$ cat config.mk
export PLATFORM = sky130hd
export DESIGN_NAME = burst_col_seq
export DESIGN_NICKNAME = d
export VERILOG_FILES = /design/src/rtl/burst_seq_pkg.sv /design/src/rtl/burst_slot_ctrl.sv /design/src/rtl/burst_slot_order.sv /design/src/rtl/burst_col_seq.sv
export SDC_FILE = /design/constraint.sdc
export NUM_CORES = 1
export LEC_CHECK = 0
export ABC_AREA = 0
export ABC_CLOCK_PERIOD_IN_PS = 2200
export BUFFER_PORTS_ARGS = -buffer_cell sky130_fd_sc_hd__buf_2
export CAP_MARGIN = 20
export CORE_UTILIZATION = 40
export CTS_CLUSTER_SIZE = 14
export DETAILED_ROUTE_END_ITERATION = 10
export RECOVER_POWER = 100
export SYNTH_ARGS = -nofsm -noshare
export SYNTH_HDL_FRONTEND = slang
export SYNTH_HIERARCHICAL = 1
export SYNTH_SLANG_ARGS = --single-unit
$ cat constraint.sdc
create_clock -name clk -period 2.2 [get_ports clk]
set_clock_uncertainty 0.15 [all_clocks]
set_input_delay 0.44 -clock clk [delete_from_list [all_inputs] [get_ports clk]]
set_output_delay 0.44 -clock clk [all_outputs]
set_load 0.01 [all_outputs]
$ cat src/rtl/burst_seq_pkg.sv
package burst_seq_pkg;
  localparam int unsigned SLOTS = 8;
  localparam int unsigned COL_W = $clog2(SLOTS);

  typedef struct packed {
    logic [COL_W-1:0] col;
    logic             intlv;
    logic             chop;
    logic             wr;
  } burst_cmd_t;
endpackage

$ cat src/rtl/burst_slot_ctrl.sv
module burst_slot_ctrl
  import burst_seq_pkg::*;
#(
  parameter int unsigned N_SLOTS = SLOTS
) (
  input  logic                       clk,
  input  logic                       rst_n,
  input  logic                       start_i,
  output logic                       load_o,
  output logic                       busy_o,
  output logic [$clog2(N_SLOTS)-1:0] slot_o,
  output logic                       done_o
);
  localparam int unsigned SW = $clog2(N_SLOTS);
  localparam logic [SW-1:0] LAST = SW'(N_SLOTS - 1);

  logic          busy_q, busy_d;
  logic          done_q, done_d;
  logic [SW-1:0] slot_q, slot_d;
  logic          load;

  assign load = start_i & ~busy_q;

  always_comb begin
    busy_d = busy_q;
    slot_d = slot_q;
    done_d = 1'b0;
    if (load) begin
      busy_d = 1'b1;
      slot_d = '0;
    end else if (busy_q) begin
      if (slot_q == LAST) begin
        busy_d = 1'b0;
        done_d = 1'b1;
        slot_d = '0;
      end else begin
        slot_d = slot_q + 1'b1;
      end
    end
  end

  always_ff @(posedge clk or negedge rst_n) begin
    if (!rst_n) begin
      busy_q <= 1'b0;
      done_q <= 1'b0;
      slot_q <= '0;
    end else begin
      busy_q <= busy_d;
      done_q <= done_d;
      slot_q <= slot_d;
    end
  end

  assign load_o = load;
  assign busy_o = busy_q;
  assign slot_o = slot_q;
  assign done_o = done_q;
endmodule

$ cat src/rtl/burst_slot_order.sv
module burst_slot_order
  import burst_seq_pkg::*;
(
  input  burst_cmd_t       cmd_i,
  input  logic [COL_W-1:0] slot_i,
  output logic [COL_W-1:0] col_o,
  output logic             valid_o,
  output logic             drive_o
);
  localparam int unsigned MSB = COL_W - 1;

  logic             first_half;
  logic [COL_W-1:0] lin_col;
  logic [COL_W-1:0] xor_col;
  logic [COL_W-1:0] rd_col;
  logic [MSB-1:0]   low_sum;

  assign first_half = ~slot_i[MSB];
  assign low_sum    = cmd_i.col[MSB-1:0] + slot_i[MSB-1:0];
  assign lin_col    = {cmd_i.col[MSB] ^ slot_i[MSB], low_sum};
  assign xor_col    = cmd_i.col ^ slot_i;
  assign rd_col     = cmd_i.intlv ? xor_col : lin_col;

  always_comb begin
    col_o   = '0;
    valid_o = 1'b0;
    drive_o = 1'b0;
    if (cmd_i.wr) begin
      drive_o = 1'b1;
      if (!cmd_i.chop) begin
        col_o   = slot_i;
        valid_o = 1'b1;
      end else if (first_half) begin
        col_o   = {cmd_i.col[MSB], slot_i[MSB-1:0]};
        valid_o = 1'b1;
      end
    end else if (!cmd_i.chop || first_half) begin
      col_o   = rd_col;
      valid_o = 1'b1;
      drive_o = 1'b1;
    end
  end
endmodule

$ cat src/rtl/burst_col_seq.sv
module burst_col_seq
  import burst_seq_pkg::*;
(
  input  logic             clk,
  input  logic             rst_n,
  input  logic             start_i,
  input  logic [COL_W-1:0] start_col_i,
  input  logic             interleave_i,
  input  logic             chop_i,
  input  logic             write_i,
  output logic             busy_o,
  output logic [COL_W-1:0] col_idx_o,
  output logic             beat_valid_o,
  output logic             drive_en_o,
  output logic             done_o
);
  logic             load;
  logic             busy;
  logic [COL_W-1:0] slot;
  burst_cmd_t       cmd_q, cmd_d;
  logic [COL_W-1:0] ord_col;
  logic             ord_valid;
  logic             ord_drive;

  burst_slot_ctrl #(.N_SLOTS(SLOTS)) u_ctrl (
    .clk    (clk),
    .rst_n  (rst_n),
    .start_i(start_i),
    .load_o (load),
    .busy_o (busy),
    .slot_o (slot),
    .done_o (done_o)
  );

  always_comb begin
    cmd_d = cmd_q;
    if (load) begin
      cmd_d.col   = start_col_i;
      cmd_d.intlv = interleave_i;
      cmd_d.chop  = chop_i;
      cmd_d.wr    = write_i;
    end
  end

  always_ff @(posedge clk or negedge rst_n) begin
    if (!rst_n) cmd_q <= '0;
    else        cmd_q <= cmd_d;
  end

  burst_slot_order u_order (
    .cmd_i  (cmd_q),
    .slot_i (slot),
    .col_o  (ord_col),
    .valid_o(ord_valid),
    .drive_o(ord_drive)
  );

  assign busy_o       = busy;
  assign col_idx_o    = busy ? ord_col : '0;
  assign beat_valid_o = busy & ord_valid;
  assign drive_en_o   = busy & ord_drive;
endmodule

-- Word-level counts from Yosys, hierarchy flattened
Cells that the tools add are included.
- memory bits (writable): 0
- bits in registers: 11
- memories kept: 0
- bits in read-only memories: 0
- output and inout bits: 7
- input port bits: 9
- word-level logic and storage cells: 40
- latch bits: 0
- shift operators: 0
- $add $sub $neg: 2
- divide/modulo/power cells: 0
- equal/unequal tests: 1
- $lt $le $gt $ge: 0
- multipliers: 0
- mux-type cells: 20
- reduce and logical (&&, ||, !) cells: 3
- bitwise logic cells: 7
- operators by type and width (kind ; number):
    $mux 3 ; 9
    $mux 1 ; 11
    $add 3x1->3 const B ; 1
    $and 1x1->1 ; 3
    $eq 3x3->1 const B ; 1
    $xor 3x3->3 ; 1
    $add 2x2->2 ; 1
    $not 1->1 ; 2
    $reduce_bool 2->1 ; 1
    $logic_not 1->1 ; 1
    $logic_or 1x1->1 ; 1
    $xor 1x1->1 ; 1

-- Logic depth before layout (Yosys ltp)
Gate-level depths: netlist (run 1).
- word-level depth: 5
- depth in mapped cells: 6
- depth with buffers taken out: 6

-- Modules after synthesis
The synthesis (run 1) kept the hierarchy.
- by module, submodules not included (module ; sequential area each (um^2) ; cells an instance ; instances ; area an instance (um^2)):
    burst_col_seq ; 150.1 ; 18 ; 1 ; 282.8
    burst_slot_ctrl ; 125.1 ; 15 ; 1 ; 214.0
    burst_slot_order ; 0.0 ; 19 ; 1 ; 127.6

-- Worst setup path before layout (run 1)
No wires, ideal clock.
- path type: register to output
- start point: register u_ctrl.slot_q[0] (netlist: u_ctrl/slot_o[0])
- end point: output col_idx_o[1]
- data required time: 1610 ps
- path buffers: 0
- setup slack: 373 ps
- stages on the path, launching flop included: 6
- data arrival time: 1237 ps
- cells stage by stage: dfrtp_1 -> ha_1 -> nor2b_2 -> mux2i_1 -> mux2i_1 -> and2_1
- cells in the longest elaborated chain, start to end: 5
- RTL lines (what ; RTL line ; text):
    start, declared ; burst_slot_ctrl.sv:19 ; logic [SW-1:0] slot_q, slot_d;
    start signal, assigned ; burst_slot_ctrl.sv:50 ; slot_q <= slot_d;
    $add 2x2->2 ; burst_slot_order.sv:19 ; assign low_sum = cmd_i.col[MSB-1:0] + slot_i[MSB-1:0];
    $mux 3 ; burst_slot_order.sv:22 ; assign rd_col = cmd_i.intlv ? xor_col : lin_col;
    $mux 3 ; burst_slot_order.sv:37 ; end else if (!cmd_i.chop || first_half) begin
    $mux 3 ; burst_slot_order.sv:28 ; if (cmd_i.wr) begin
    via ord_col[1] ; burst_col_seq.sv:21 ; logic [COL_W-1:0] ord_col;
    $mux 3 ; burst_col_seq.sv:59 ; assign col_idx_o = busy ? ord_col : '0;
    end, declared ; burst_col_seq.sv:12 ; output logic [COL_W-1:0] col_idx_o,
The timed path passes the listed nets, and every way through them passes these cells.

-- Final worst setup path (run 1)
- start point: register cmd_q[3] (netlist name)
- end point: output col_idx_o[1]
- cells in the longest elaborated chain, start to end: 5
- RTL lines (what ; RTL line ; text):
    start, declared ; burst_col_seq.sv:20 ; burst_cmd_t cmd_q, cmd_d;
    start signal, assigned ; burst_col_seq.sv:47 ; else cmd_q <= cmd_d;
    $add 2x2->2 ; burst_slot_order.sv:19 ;
    $mux 3 ; burst_slot_order.sv:22 ;
    $mux 3 ; burst_slot_order.sv:37 ;
    $mux 3 ; burst_slot_order.sv:28 ;
    via ord_col[1] ; burst_col_seq.sv:21 ;
    $mux 3 ; burst_col_seq.sv:59 ;
The timed path passes the listed nets, and every way through them passes these cells.

==> impl_metrics.prom, run 1 <==
# TYPE chip_impl_metric gauge
chip_impl_metric{name="drv.max_cap_violation_count",unit=""} 0
chip_impl_metric{name="regArea",unit="µm²"} 277
chip_impl_metric{name="grt_max_degree",unit=""} 13
chip_impl_metric{name="synth_xor_xnor_area_share",unit=""} 0
chip_impl_metric{name="drc_errors",unit=""} 0
chip_impl_metric{name="synth_mux_area_frac",unit=""} 0.192
chip_impl_metric{name="cts_inserted_buffers",unit=""} 3
chip_impl_metric{name="maxSlewViolCount",unit=""} 0
chip_impl_metric{name="synth-adder-area-share",unit=""} 0.0802
chip_impl_metric{name="drt.antenna.violating_nets",unit=""} 0
chip_impl_metric{name="design_power_total",unit="mW"} 1.26
chip_impl_metric{name="die_height",unit="µm"} 41.5
chip_impl_metric{name="clkLatencyLatePin",unit="ps"} 270
chip_impl_metric{name="num_io_pins",unit=""} 16
chip_impl_metric{name="leakage",unit="nW"} 0.383
chip_impl_metric{name="drt_iter0_drc",unit=""} 3
chip_impl_info{name="grt_setup_unrepaired",value="yes"} 1
chip_impl_info{name="cp_cell_instances",value="ha_2 -> nor2b_4 -> mux2i_2 -> mux2i_1 -> and2_1 -> buf_2"} 1
chip_impl_metric{name="antennaDiodeCount",unit=""} 0
chip_impl_metric{name="cts.sink_count",unit=""} 11
chip_impl_metric{name="post_drt_via_cell_ratio",unit=""} 4.89
chip_impl_info{name="critical_path_s_top_delay_family",value="multiplexers"} 1
chip_impl_metric{name="worst-path-max-fanout",unit=""} 2
chip_impl_metric{name="timing.final.crit_period",unit="ps"} 2170
chip_impl_metric{name="dp_hpwl",unit="µm"} 767
chip_impl_metric{name="synth_top_area_share",unit=""} 0.441
chip_impl_metric{name="worst_setup_slack_final",unit="ps"} 25.4
chip_impl_metric{name="cts.htree.levels",unit=""} 1
chip_impl_metric{name="grt_antenna_before_repair",unit=""} 0
chip_impl_metric{name="pre_cts_slack",unit="ps"} 250
chip_impl_info{name="cts_tree",value="done"} 1
chip_impl_metric{name="hold_violations",unit=""} 0
chip_impl_metric{name="initial_core_util",unit=""} 0.452
chip_impl_metric{name="drt-wirelength-per-cell",unit="µm"} 11.8
chip_impl_metric{name="netlist_area",unit="µm²"} 624
chip_impl_metric{name="synth-seq-cells",unit=""} 11
chip_impl_info{name="largest_family_of_logic_cells_by_synthesized_area",value="multiplexers"} 1
chip_impl_info{name="criticalPathCategory",value="register to primary output"} 1
chip_impl_metric{name="finalCritPeriodShare",unit=""} 0.988
chip_impl_metric{name="cpPeakStageDelay",unit="ps"} 360
chip_impl_metric{name="sequential_fraction_of_the_synthesis_area",unit=""} 0.441
chip_impl_metric{name="clock_tree.buffer_depth",unit=""} 2
chip_impl_metric{name="fillerInstances",unit=""} 125
chip_impl_metric{name="place_congestion",unit=""} 0.722
chip_impl_metric{name="achievable-frequency",unit="MHz"} 460
chip_impl_info{name="cts-root-buf",value="sky130_fd_sc_hd__clkbuf_4"} 1
chip_impl_metric{name="synth_area_per_cell",unit="µm²"} 12.0
chip_impl_metric{name="multi_input_comb_area",unit="µm²"} 342
chip_impl_metric{name="core_region_area",unit="µm²"} 1380
chip_impl_metric{name="grt_first_pass_wirelength",unit="µm"} 1710
chip_impl_metric{name="synth.net_count",unit=""} 65
chip_impl_metric{name="vias",unit=""} 435
chip_impl_metric{name="design.die.area",unit="µm²"} 1720
chip_impl_metric{name="synthDistinctLibCells",unit=""} 23
chip_impl_metric{name="cp_data_required_time",unit="ps"} 1610
chip_impl_info{name="critical-path-slowest-cell",value="sky130_fd_sc_hd__dfrtp_1"} 1
chip_impl_metric{name="gr-total-overflow",unit=""} 0
chip_impl_metric{name="drt_pre_antenna_iters",unit=""} 4
chip_impl_metric{name="vias_in_the_first_global_route",unit=""} 364
chip_impl_metric{name="pwr_density_cell",unit="nW/µm²"} 1620
chip_impl_metric{name="cts.reportedPaths.clkPinSlew",unit="ps"} 70
chip_impl_info{name="status",value="finished clean"} 1
chip_impl_metric{name="worst_pin_slew",unit="ps"} 590
chip_impl_metric{name="max-vdd-ir-drop",unit="V"} 0.000792
chip_impl_metric{name="row_count",unit=""} 13
chip_impl_metric{name="buffer_ports.inserted",unit=""} 15
chip_impl_info{name="end_kind",value="primary output"} 1
chip_impl_metric{name="final_core_util",unit=""} 0.561
chip_impl_metric{name="nNetsFinal",unit=""} 88
chip_impl_info{name="cell_type_contributing_the_most_total_cell_area_after_synthesis",value="sky130_fd_sc_hd__dfrtp_1"} 1
chip_impl_metric{name="areaGrowthSynthToFinish",unit="%"} 24.2
chip_impl_metric{name="synth_warnings",unit=""} 6
chip_impl_metric{name="grt_usage",unit=""} 0.136
chip_impl_metric{name="synthCells",unit=""} 52
chip_impl_metric{name="critical_path_buf_inv_count",unit=""} 1
chip_impl_info{name="synth.area.top_cells",value="sky130_fd_sc_hd__dfrtp_1 (44%), sky130_fd_sc_hd__mux2_4 (14%), sky130_fd_sc_hd__ha_1 (8.0%)"} 1
chip_impl_metric{name="synth-compound-area-share",unit=""} 0.0641
chip_impl_metric{name="die-width",unit="µm"} 41.5
chip_impl_info{name="critical_path.startpoint_type",value="register"} 1
chip_impl_metric{name="setup_viol",unit=""} 0
chip_impl_metric{name="postRouteWirelength",unit="µm"} 1050
chip_impl_info{name="holdCritPathClass",value="primary input to register"} 1
chip_impl_metric{name="post_route_cells_drive_above_1_share",unit=""} 0.446
chip_impl_metric{name="timing.max_slew.rel_slack",unit=""} 0.607
chip_impl_metric{name="cp_data_arrival_time",unit="ps"} 1580
chip_impl_metric{name="synth_simple_gate_area_share",unit=""} 0.192
-- placed cells by master, fill, tap and decap left out, drive strengths merged, types with 3 or more instances in the layout --
cell | synthesis | final
dfrtp | 11 | 11
buf | 1 | 16
mux2i | 3 | 3
ha | 4 | 4
clkbuf | 0 | 6
and2 | 6 | 6
nor2 | 3 | 3
nor2b | 3 | 3
mux2 | 6 | 6
-- per-layer routing --
metal,GRT usage,vias to the layer above,part of all wire
li1,-,222,-
met1,0.188,197,0.52
met2,0.188,14,0.41
met3,0.0652,2,0.062
met4,0.0387,0,0.011
met5,0,-,0
-- stage by stage --
stage / cells / hold slack [ps] / area [µm²] / setup TNS (ps)
floorplan: 52 / -5.59 / 624 / 0
global placement: 81 / 169 / 707 / 0
detailed placement: 81 / 172 / 707 / 0
CTS: 88 / 232 / 761 / 0
global route: 89 / 234 / 776 / -75.6
finish: 89 / 239 / 776 / 0
-- report_power, final --
part	switching, mW	internal, mW	total, mW	leakage, nW
combinational	0.276	0.421	0.697	0.238
clock	0.0688	0.0704	0.139	0.0150
sequential	0.115	0.306	0.422	0.130
-- what timing repair did --
action | in CTS | in global routing
setup endpoints to repair | 1 | 2
hold endpoints to repair | 11 | 0
resized for setup | 1 | 4
setup buffers | 2 | 1
hold buffers | 1 | 0
pin swaps | 1 | 0
-- worst reg2reg max path, stage by stage, from the launching register on --
cell	delay (ps)
sky130_fd_sc_hd__dfrtp_1	380
sky130_fd_sc_hd__buf_4	150
sky130_fd_sc_hd__ha_1	200
sky130_fd_sc_hd__ha_1	270
sky130_fd_sc_hd__a22o_1	210
-- registers in the layout, indices dropped and copies added, names as in the netlist --
signal         cells
u_ctrl/slot_o      3
cmd_q              6
u_ctrl/done_o      1
u_ctrl/busy_o      1
-- Yosys cell counts, drive strengths merged --
master,instances
nand2b,1
nand2,2
ha,4
mux2i,3
inv,2
mux2,6
o21ai,2
nor2b,3
or2,1
nor3b,1
nor2,3
a22o,2
and2b,1
nand3,1
and2,6
a21o,1
dfrtp,11
a21oi,1
buf,1
-- worst paths after layout --
check                                        startpoint                           end  slack, ps  cells after the start
max                                cmd_q[3]$_DFFE_PN0P_                  col_idx_o[1]         30                      6
min                                      start_col_i[1]          cmd_q[4]$_DFFE_PN0P_        240                      2
max reg2reg                u_ctrl/slot_o[0]$_DFFE_PN0P_  u_ctrl/slot_o[2]$_DFFE_PN0P_        730                      4
min reg2reg                        cmd_q[5]$_DFFE_PN0P_          cmd_q[5]$_DFFE_PN0P_        380                      1
max in group asynchronous                         rst_n  u_ctrl/slot_o[2]$_DFFE_PN0P_        950                      2
min in group asynchronous                         rst_n          cmd_q[5]$_DFFE_PN0P_        530                      2
-- cell families after synthesis --
group	after synthesis
muxes	9
buffers and inverters	3
DFF	11
adders and majority gates	4
and+or+nand+nor	19
AOI/OAI and AO/OA	6
-- area by class of cell --
cell class | instances | share of cell area
repair buffers | 19 | 0.135
clock buffers | 4 | 0.0339
flip-flops and latches | 11 | 0.356
inverters | 2 | 0.00968
well taps | 15 | 0.0242
multi-input cells | 38 | 0.440
No activity file was read; power rests on OpenSTA's default activity.
==> run 2, diff against run 1 <==
--- a/config.mk
+++ b/config.mk
@@ -10,8 +10,10 @@
 export BUFFER_PORTS_ARGS = -buffer_cell sky130_fd_sc_hd__buf_2
 export CAP_MARGIN = 20
 export CORE_UTILIZATION = 40
+export CTS_BUF_LIST = sky130_fd_sc_hd__clkbuf_16
 export CTS_CLUSTER_SIZE = 14
 export DETAILED_ROUTE_END_ITERATION = 10
+export GPL_TIMING_DRIVEN = 1
 export RECOVER_POWER = 100
 export SYNTH_ARGS = -nofsm -noshare
 export SYNTH_HDL_FRONTEND = slang
==> impl_metrics.prom, run 2 (same netlist as run 1, synthesis figures left out) <==
# TYPE chip_impl_metric gauge
chip_impl_info{name="status",value="finished clean"} 1
chip_impl_info{name="cts-root-buf",value="sky130_fd_sc_hd__clkbuf_16"} 1
chip_impl_metric{name="gr-total-overflow",unit=""} 0
chip_impl_metric{name="antennaDiodeCount",unit=""} 0
chip_impl_metric{name="setup_viol",unit=""} 0
chip_impl_metric{name="die-width",unit="µm"} 41.5
chip_impl_metric{name="leakage",unit="nW"} 0.405
chip_impl_metric{name="worst_pin_slew",unit="ps"} 598
chip_impl_metric{name="grt_usage",unit=""} 0.147
chip_impl_metric{name="internal_portion_of_total_power",unit="µW"} 955
chip_impl_info{name="cp_cell_instances",value="ha_2 -> nor2b_4 -> mux2i_2 -> mux2i_1 -> and2_1 -> buf_2"} 1
chip_impl_metric{name="cts.reportedPaths.clkPinSlew",unit="ps"} 40
chip_impl_info{name="layout.cells.most_common_list",value="sky130_fd_sc_hd__buf_2 (13), sky130_fd_sc_hd__dfrtp_1 (10), sky130_fd_sc_hd__mux2_4 (6)"} 1
chip_impl_info{name="regMostFlops",value="cmd_q"} 1
chip_impl_info{name="critical_path_s_top_delay_family",value="multiplexers"} 1
chip_impl_metric{name="largest_reg_flops",unit=""} 6
chip_impl_metric{name="clkLatencyLatePin",unit="ps"} 240
chip_impl_info{name="end_kind",value="primary output"} 1
chip_impl_metric{name="timing.final.crit_period",unit="ps"} 2130
chip_impl_metric{name="clockPowerShare",unit=""} 0.229
chip_impl_metric{name="dpl_cell_area",unit="µm²"} 707
chip_impl_metric{name="finalCritPeriodShare",unit=""} 0.967
chip_impl_metric{name="netSwitchingPower",unit="µW"} 480
chip_impl_info{name="mostFrequentLayoutCell",value="sky130_fd_sc_hd__buf_2"} 1
chip_impl_metric{name="number_of_cell_instances_on_the_worst_register_to_register_path",unit=""} 4
chip_impl_metric{name="fillerInstances",unit=""} 123
chip_impl_metric{name="vias_in_the_first_global_route",unit=""} 389
chip_impl_metric{name="worst-path-max-fanout",unit=""} 2
chip_impl_info{name="cts_tree",value="done"} 1
chip_impl_metric{name="core_region_area",unit="µm²"} 1380
chip_impl_info{name="criticalPathCategory",value="register to primary output"} 1
chip_impl_metric{name="place_congestion",unit=""} 0.722
chip_impl_metric{name="vias",unit=""} 431
chip_impl_metric{name="final_design_area_no_fill",unit="µm²"} 821
chip_impl_metric{name="grt_first_pass_wirelength",unit="µm"} 1800
chip_impl_metric{name="grt_antenna_before_repair",unit=""} 0
chip_impl_metric{name="postRouteWirelength",unit="µm"} 1080
chip_impl_metric{name="critical_path_buf_inv_count",unit=""} 1
chip_impl_metric{name="cts_inserted_buffers",unit=""} 3
chip_impl_metric{name="row_count",unit=""} 13
chip_impl_info{name="grt_setup_unrepaired",value="yes"} 1
chip_impl_metric{name="die_height",unit="µm"} 41.5
chip_impl_metric{name="maxSlewViolCount",unit=""} 0
chip_impl_info{name="holdCritPathClass",value="primary input to register"} 1
chip_impl_metric{name="clock_tree.buffer_depth",unit=""} 2
chip_impl_metric{name="achievable-frequency",unit="MHz"} 470
chip_impl_metric{name="drc_errors",unit=""} 0
chip_impl_metric{name="timing.reg2reg.setup_slack",unit="ps"} 720
chip_impl_info{name="hold_start",value="start_col_i[1]"} 1
chip_impl_metric{name="design.die.area",unit="µm²"} 1720
chip_impl_metric{name="hold_violations",unit=""} 0
chip_impl_metric{name="combinational_fraction_of_design_power",unit=""} 0.475
chip_impl_metric{name="post_route_cells_drive_above_1_share",unit=""} 0.438
chip_impl_metric{name="areaGrowthSynthToFinish",unit="%"} 31.5
chip_impl_metric{name="cp_data_required_time",unit="ps"} 1610
chip_impl_metric{name="hold_depth",unit=""} 2
chip_impl_info{name="timing.rr.start",value="u_ctrl/slot_o[0]$_DFFE_PN0P_"} 1
chip_impl_metric{name="post_drt_via_cell_ratio",unit=""} 4.90
chip_impl_metric{name="grt_max_degree",unit=""} 13
chip_impl_metric{name="drt_pre_antenna_iters",unit=""} 2
chip_impl_metric{name="max-vdd-ir-drop",unit="V"} 0.00110
chip_impl_metric{name="drt_iter0_drc",unit=""} 5
chip_impl_metric{name="netSwitchingFraction",unit=""} 0.334
chip_impl_metric{name="nNetsFinal",unit=""} 87
chip_impl_info{name="worst_hold_path.endpoint",value="cmd_q[4]$_DFFE_PN0P_"} 1
chip_impl_metric{name="cts.sink_count",unit=""} 11
chip_impl_metric{name="drt-wirelength-per-cell",unit="µm"} 12.2
chip_impl_metric{name="initial_core_util",unit=""} 0.452
chip_impl_metric{name="pwr_density_cell",unit="nW/µm²"} 1750
chip_impl_metric{name="final_core_util",unit=""} 0.594
chip_impl_metric{name="drt.antenna.violating_nets",unit=""} 0
chip_impl_metric{name="drv.max_cap_violation_count",unit=""} 0
chip_impl_info{name="critical-path-slowest-cell",value="sky130_fd_sc_hd__dfrtp_1"} 1
chip_impl_info{name="critical_path.startpoint_type",value="register"} 1
chip_impl_metric{name="timing.max_slew.rel_slack",unit=""} 0.601
chip_impl_metric{name="cp_data_arrival_time",unit="ps"} 1540
chip_impl_metric{name="buffer_ports.inserted",unit=""} 15
chip_impl_metric{name="num_io_pins",unit=""} 16
chip_impl_metric{name="dp_hpwl",unit="µm"} 767
chip_impl_metric{name="cts.htree.levels",unit=""} 1
chip_impl_info{name="reg2reg_to",value="u_ctrl/slot_o[2]$_DFFE_PN0P_"} 1
chip_impl_metric{name="cpPeakStageDelay",unit="ps"} 350
chip_impl_metric{name="sequential_group_share_of_total_power",unit=""} 0.296
## run 2: how the worst max path moves through the flow
stage | startpoint | cells past startpoint | slack (ps) | to
2_1_floorplan | u_ctrl/slot_o[0]$_DFFE_PN0P_ | 5 | 370 | col_idx_o[1]
3_3_place_gp | u_ctrl/slot_o[0]$_DFFE_PN0P_ | 6 | 270 | col_idx_o[1]
3_5_place_dp | u_ctrl/slot_o[0]$_DFFE_PN0P_ | 6 | 250 | col_idx_o[1]
4_1_cts | cmd_q[3]$_DFFE_PN0P_ | 6 | 20 | col_idx_o[1]
5_1_grt | u_ctrl/slot_o[0]$_DFFE_PN0P_ | 6 | -20 | col_idx_o[1]
6_report | cmd_q[3]$_DFFE_PN0P_ | 6 | 70 | col_idx_o[1]
## run 2: metrics by stage
step | setup TNS, ps | setup slack [ps] | total power [mW] | hold WS [ps] | instances
2_1_floorplan | 0 | 373 | 0.884 | -5.59 | 52
3_3_place_gp | 0 | 268 | 1.05 | 169 | 81
3_5_place_dp | 0 | 250 | 1.06 | 172 | 81
4_1_cts | 0 | 22.9 | 1.42 | 278 | 87
5_1_grt | -22.8 | -22.8 | 1.55 | 282 | 88
6_report | 0 | 73.0 | 1.43 | 279 | 88
## run 2: routing by layer
| layer | vias to the layer above | share of wire | track usage |
|---|---|---|---|
| met4 | 0 | 0.0084 | 0.0581 |
| met5 | - | 0 | 0 |
| met2 | 14 | 0.40 | 0.203 |
| li1 | 217 | - | - |
| met3 | 2 | 0.066 | 0.0783 |
| met1 | 198 | 0.52 | 0.192 |
## run 2: timing repair
item,in CTS,in global routing
hold buffers,1,0
endpoints found under the setup margin,1,2
pin swaps,0,0
setup buffers,1,1
endpoints found under the hold margin,11,0
gates resized for setup,0,4
## run 2: cell type report
type	count	area (µm²)	area share
Timing Repair Buffer	18	97.6	0.119
Sequential cell	11	277	0.337
Multi-Input combinational cell	38	342	0.416
Inverter	2	7.51	0.00915
Clock inverter	1	3.75	0.00457
Clock buffer	3	75.1	0.0915
Tap cell	15	18.8	0.0229
## run 2: power groups by stage
stage | clock, mW | combinational, mW | sequential (mW)
final | 0.328 | 0.682 | 0.425
after global routing | 0.348 | 0.752 | 0.446
after CTS | 0.335 | 0.655 | 0.425
after detailed placement | 0 | 0.625 | 0.435
after global placement | 0 | 0.621 | 0.432
after floorplan | 0 | 0.480 | 0.404
==> run 3, diff against run 2 <==
--- a/config.mk
+++ b/config.mk
@@ -9,11 +9,13 @@
 export ABC_CLOCK_PERIOD_IN_PS = 2200
 export BUFFER_PORTS_ARGS = -buffer_cell sky130_fd_sc_hd__buf_2
 export CAP_MARGIN = 20
-export CORE_UTILIZATION = 40
+export CORE_AREA = 2 2 39 41
 export CTS_BUF_LIST = sky130_fd_sc_hd__clkbuf_16
 export CTS_CLUSTER_SIZE = 14
 export DETAILED_ROUTE_END_ITERATION = 10
+export DIE_AREA = 0 0 41 43
 export GPL_TIMING_DRIVEN = 1
+export PLACE_DENSITY = 0.72
 export RECOVER_POWER = 100
 export SYNTH_ARGS = -nofsm -noshare
 export SYNTH_HDL_FRONTEND = slang
==> impl_metrics.prom, run 3 (same netlist as run 1, synthesis figures left out) <==
# TYPE chip_impl_metric gauge
chip_impl_metric{name="timing.reg2reg.setup_slack",unit="ps"} 750
chip_impl_info{name="cts_tree",value="done"} 1
chip_impl_info{name="grt_setup_unrepaired",value="yes"} 1
chip_impl_metric{name="largest_reg_flops",unit=""} 6
chip_impl_metric{name="row_count",unit=""} 14
chip_impl_metric{name="drv.max_cap_violation_count",unit=""} 0
chip_impl_info{name="criticalPathCategory",value="register to primary output"} 1
chip_impl_metric{name="combinational_fraction_of_design_power",unit=""} 0.485
chip_impl_metric{name="design.die.area",unit="µm²"} 1760
chip_impl_info{name="critical_path.startpoint_type",value="register"} 1
chip_impl_metric{name="achievable-frequency",unit="MHz"} 465
chip_impl_metric{name="timing.max_slew.rel_slack",unit=""} 0.593
chip_impl_metric{name="vias",unit=""} 430
chip_impl_metric{name="hold_violations",unit=""} 0
chip_impl_info{name="layout.cells.most_common_list",value="sky130_fd_sc_hd__buf_2 (13), sky130_fd_sc_hd__dfrtp_1 (11), sky130_fd_sc_hd__mux2_4 (6)"} 1
chip_impl_metric{name="buffer_ports.inserted",unit=""} 15
chip_impl_metric{name="cts.sink_count",unit=""} 11
chip_impl_metric{name="netSwitchingPower",unit="µW"} 474
chip_impl_metric{name="cts_inserted_buffers",unit=""} 3
chip_impl_metric{name="fillerInstances",unit=""} 121
chip_impl_metric{name="cp_data_arrival_time",unit="ps"} 1560
chip_impl_metric{name="cts.htree.levels",unit=""} 1
chip_impl_metric{name="clkLatencyLatePin",unit="ps"} 230
chip_impl_metric{name="initial_core_util",unit=""} 0.451
chip_impl_metric{name="finalSetupTns",unit="ps"} 0
chip_impl_metric{name="nNetsFinal",unit=""} 87
chip_impl_info{name="timing.rr.start",value="u_ctrl/busy_o$_DFF_PN0_"} 1
chip_impl_metric{name="drt_pre_antenna_iters",unit=""} 1
chip_impl_info{name="end_kind",value="primary output"} 1
chip_impl_metric{name="post_drt_via_cell_ratio",unit=""} 4.83
chip_impl_metric{name="vias_in_the_first_global_route",unit=""} 422
chip_impl_metric{name="grt_max_degree",unit=""} 13
chip_impl_metric{name="drc_errors",unit=""} 0
chip_impl_metric{name="final_core_util",unit=""} 0.590
chip_impl_metric{name="pwr_density_cell",unit="nW/µm²"} 1750
chip_impl_metric{name="post_route_cells_drive_above_1_share",unit=""} 0.411
chip_impl_metric{name="num_io_pins",unit=""} 16
chip_impl_metric{name="finalCritPeriodShare",unit=""} 0.978
chip_impl_metric{name="die-width",unit="µm"} 41
chip_impl_metric{name="grt_usage",unit=""} 0.155
chip_impl_metric{name="clockPowerShare",unit=""} 0.226
chip_impl_metric{name="netSwitchingFraction",unit=""} 0.332
chip_impl_info{name="status",value="finished clean"} 1
chip_impl_metric{name="sequential_group_share_of_total_power",unit=""} 0.288
chip_impl_metric{name="place_congestion",unit=""} 0.734
chip_impl_info{name="mostFrequentLayoutCell",value="sky130_fd_sc_hd__buf_2"} 1
chip_impl_metric{name="die_height",unit="µm"} 43
chip_impl_metric{name="number_of_cell_instances_on_the_worst_register_to_register_path",unit=""} 2
chip_impl_metric{name="cts.reportedPaths.clkPinSlew",unit="ps"} 40
chip_impl_metric{name="areaGrowthSynthToFinish",unit="%"} 30.9
chip_impl_metric{name="postRouteWirelength",unit="µm"} 1130
chip_impl_metric{name="antennaDiodeCount",unit=""} 0
chip_impl_metric{name="dp_hpwl",unit="µm"} 764
chip_impl_info{name="reg2reg_to",value="cmd_q[4]$_DFFE_PN0P_"} 1
chip_impl_metric{name="max-vdd-ir-drop",unit="V"} 0.000652
chip_impl_info{name="crit_path_end",value="col_idx_o[1]"} 1
chip_impl_metric{name="leakage",unit="nW"} 0.405
chip_impl_metric{name="drt-wirelength-per-cell",unit="µm"} 12.6
chip_impl_metric{name="drt_iter0_drc",unit=""} 0
chip_impl_metric{name="grt_antenna_before_repair",unit=""} 0
chip_impl_metric{name="grt_first_pass_wirelength",unit="µm"} 1820
chip_impl_metric{name="worst_pin_slew",unit="ps"} 611
chip_impl_metric{name="timing.final.crit_period",unit="ps"} 2150
chip_impl_metric{name="core_region_area",unit="µm²"} 1380
chip_impl_info{name="regMostFlops",value="cmd_q"} 1
chip_impl_metric{name="gr-total-overflow",unit=""} 0
chip_impl_info{name="holdCritPathClass",value="primary input to register"} 1
chip_impl_info{name="cts-root-buf",value="sky130_fd_sc_hd__clkbuf_16"} 1
chip_impl_metric{name="clock_tree.buffer_depth",unit=""} 2
chip_impl_metric{name="drt.antenna.violating_nets",unit=""} 0
chip_impl_metric{name="setup_viol",unit=""} 0
chip_impl_metric{name="maxSlewViolCount",unit=""} 0
chip_impl_metric{name="worst-path-max-fanout",unit=""} 2
chip_impl_metric{name="internal_portion_of_total_power",unit="µW"} 953
chip_impl_info{name="worst_setup_path_startpoint",value="cmd_q[3]$_DFFE_PN0P_"} 1
chip_impl_metric{name="cp_data_required_time",unit="ps"} 1610
-- run 3: cell type report --
class                           count  area, µm²  share of cell area
Timing Repair Buffer               18       97.6               0.119
Multi-Input combinational cell     38        338               0.413
Clock inverter                      1       3.75             0.00459
Clock buffer                        3       75.1              0.0919
Inverter                            2       7.51             0.00919
Sequential cell                    11        275               0.337
Tap cell                           16       20.0              0.0245
-- run 3: worst min path at each step --
stage | startpoint | end | slack (ps) | depth (start not counted)
detailed placement | rst_n | cmd_q[4]$_DFFE_PN0P_ | 170 | 1
CTS | chop_i | cmd_q[1]$_DFFE_PN0P_ | 290 | 2
global route | start_col_i[0] | cmd_q[3]$_DFFE_PN0P_ | 290 | 2
finish | chop_i | cmd_q[1]$_DFFE_PN0P_ | 290 | 2
floorplan | rst_n | cmd_q[0]$_DFFE_PN0P_ | -6 | 0
global placement | rst_n | cmd_q[2]$_DFFE_PN0P_ | 170 | 1
-- run 3: stage by stage --
| step | cell area, µm² | instances | power (mW) | hold WS [ps] | worst slack [ps] |
|---|---|---|---|---|---|
| 2_1_floorplan | 624 | 52 | 0.884 | -5.59 | 373 |
| 3_3_place_gp | 708 | 82 | 1.05 | 169 | 284 |
| 3_5_place_dp | 708 | 82 | 1.06 | 175 | 231 |
| 4_1_cts | 805 | 88 | 1.42 | 287 | 2.09 |
| 5_1_grt | 817 | 89 | 1.55 | 285 | -50.3 |
| 6_report | 817 | 89 | 1.43 | 288 | 47.9 |
-- run 3: layer usage --
| metal | part of all wire | track usage | vias up | wire, µm |
|---|---|---|---|---|
| met1 | 0.51 | 0.203 | 203 | 574 |
| met2 | 0.45 | 0.222 | 8 | 501 |
| met3 | 0.043 | 0.0471 | 0 | 48 |
| met4 | 0 | 0.0800 | 0 | 0 |
| li1 | - | - | 219 | - |
| met5 | 0 | 0 | - | 0 |
-- run 3: worst max-delay path: stages (launching register included) --
cell and delay [ps]:
sky130_fd_sc_hd__dfrtp_1 360, sky130_fd_sc_hd__ha_2 180, sky130_fd_sc_hd__nor2b_4 130, sky130_fd_sc_hd__mux2i_1 220, sky130_fd_sc_hd__mux2i_1 190, sky130_fd_sc_hd__and2_1 130
sky130_fd_sc_hd__buf_2 120
-- run 3: timing repair --
item | CTS | global route
resized for setup | 0 | 2
hold buffers | 1 | 0
pin swaps | 0 | 1
endpoints found under the setup margin | 1 | 2
setup buffers | 1 | 1
hold endpoints to repair | 11 | 0
-- run 3: power groups by stage --
stage / registers (mW) / logic [mW] / clock network, mW
global route: 0.432 / 0.779 / 0.343
global placement: 0.429 / 0.623 / 0
detailed placement: 0.429 / 0.631 / 0
floorplan: 0.404 / 0.480 / 0
CTS: 0.420 / 0.674 / 0.328
finish: 0.412 / 0.693 / 0.323
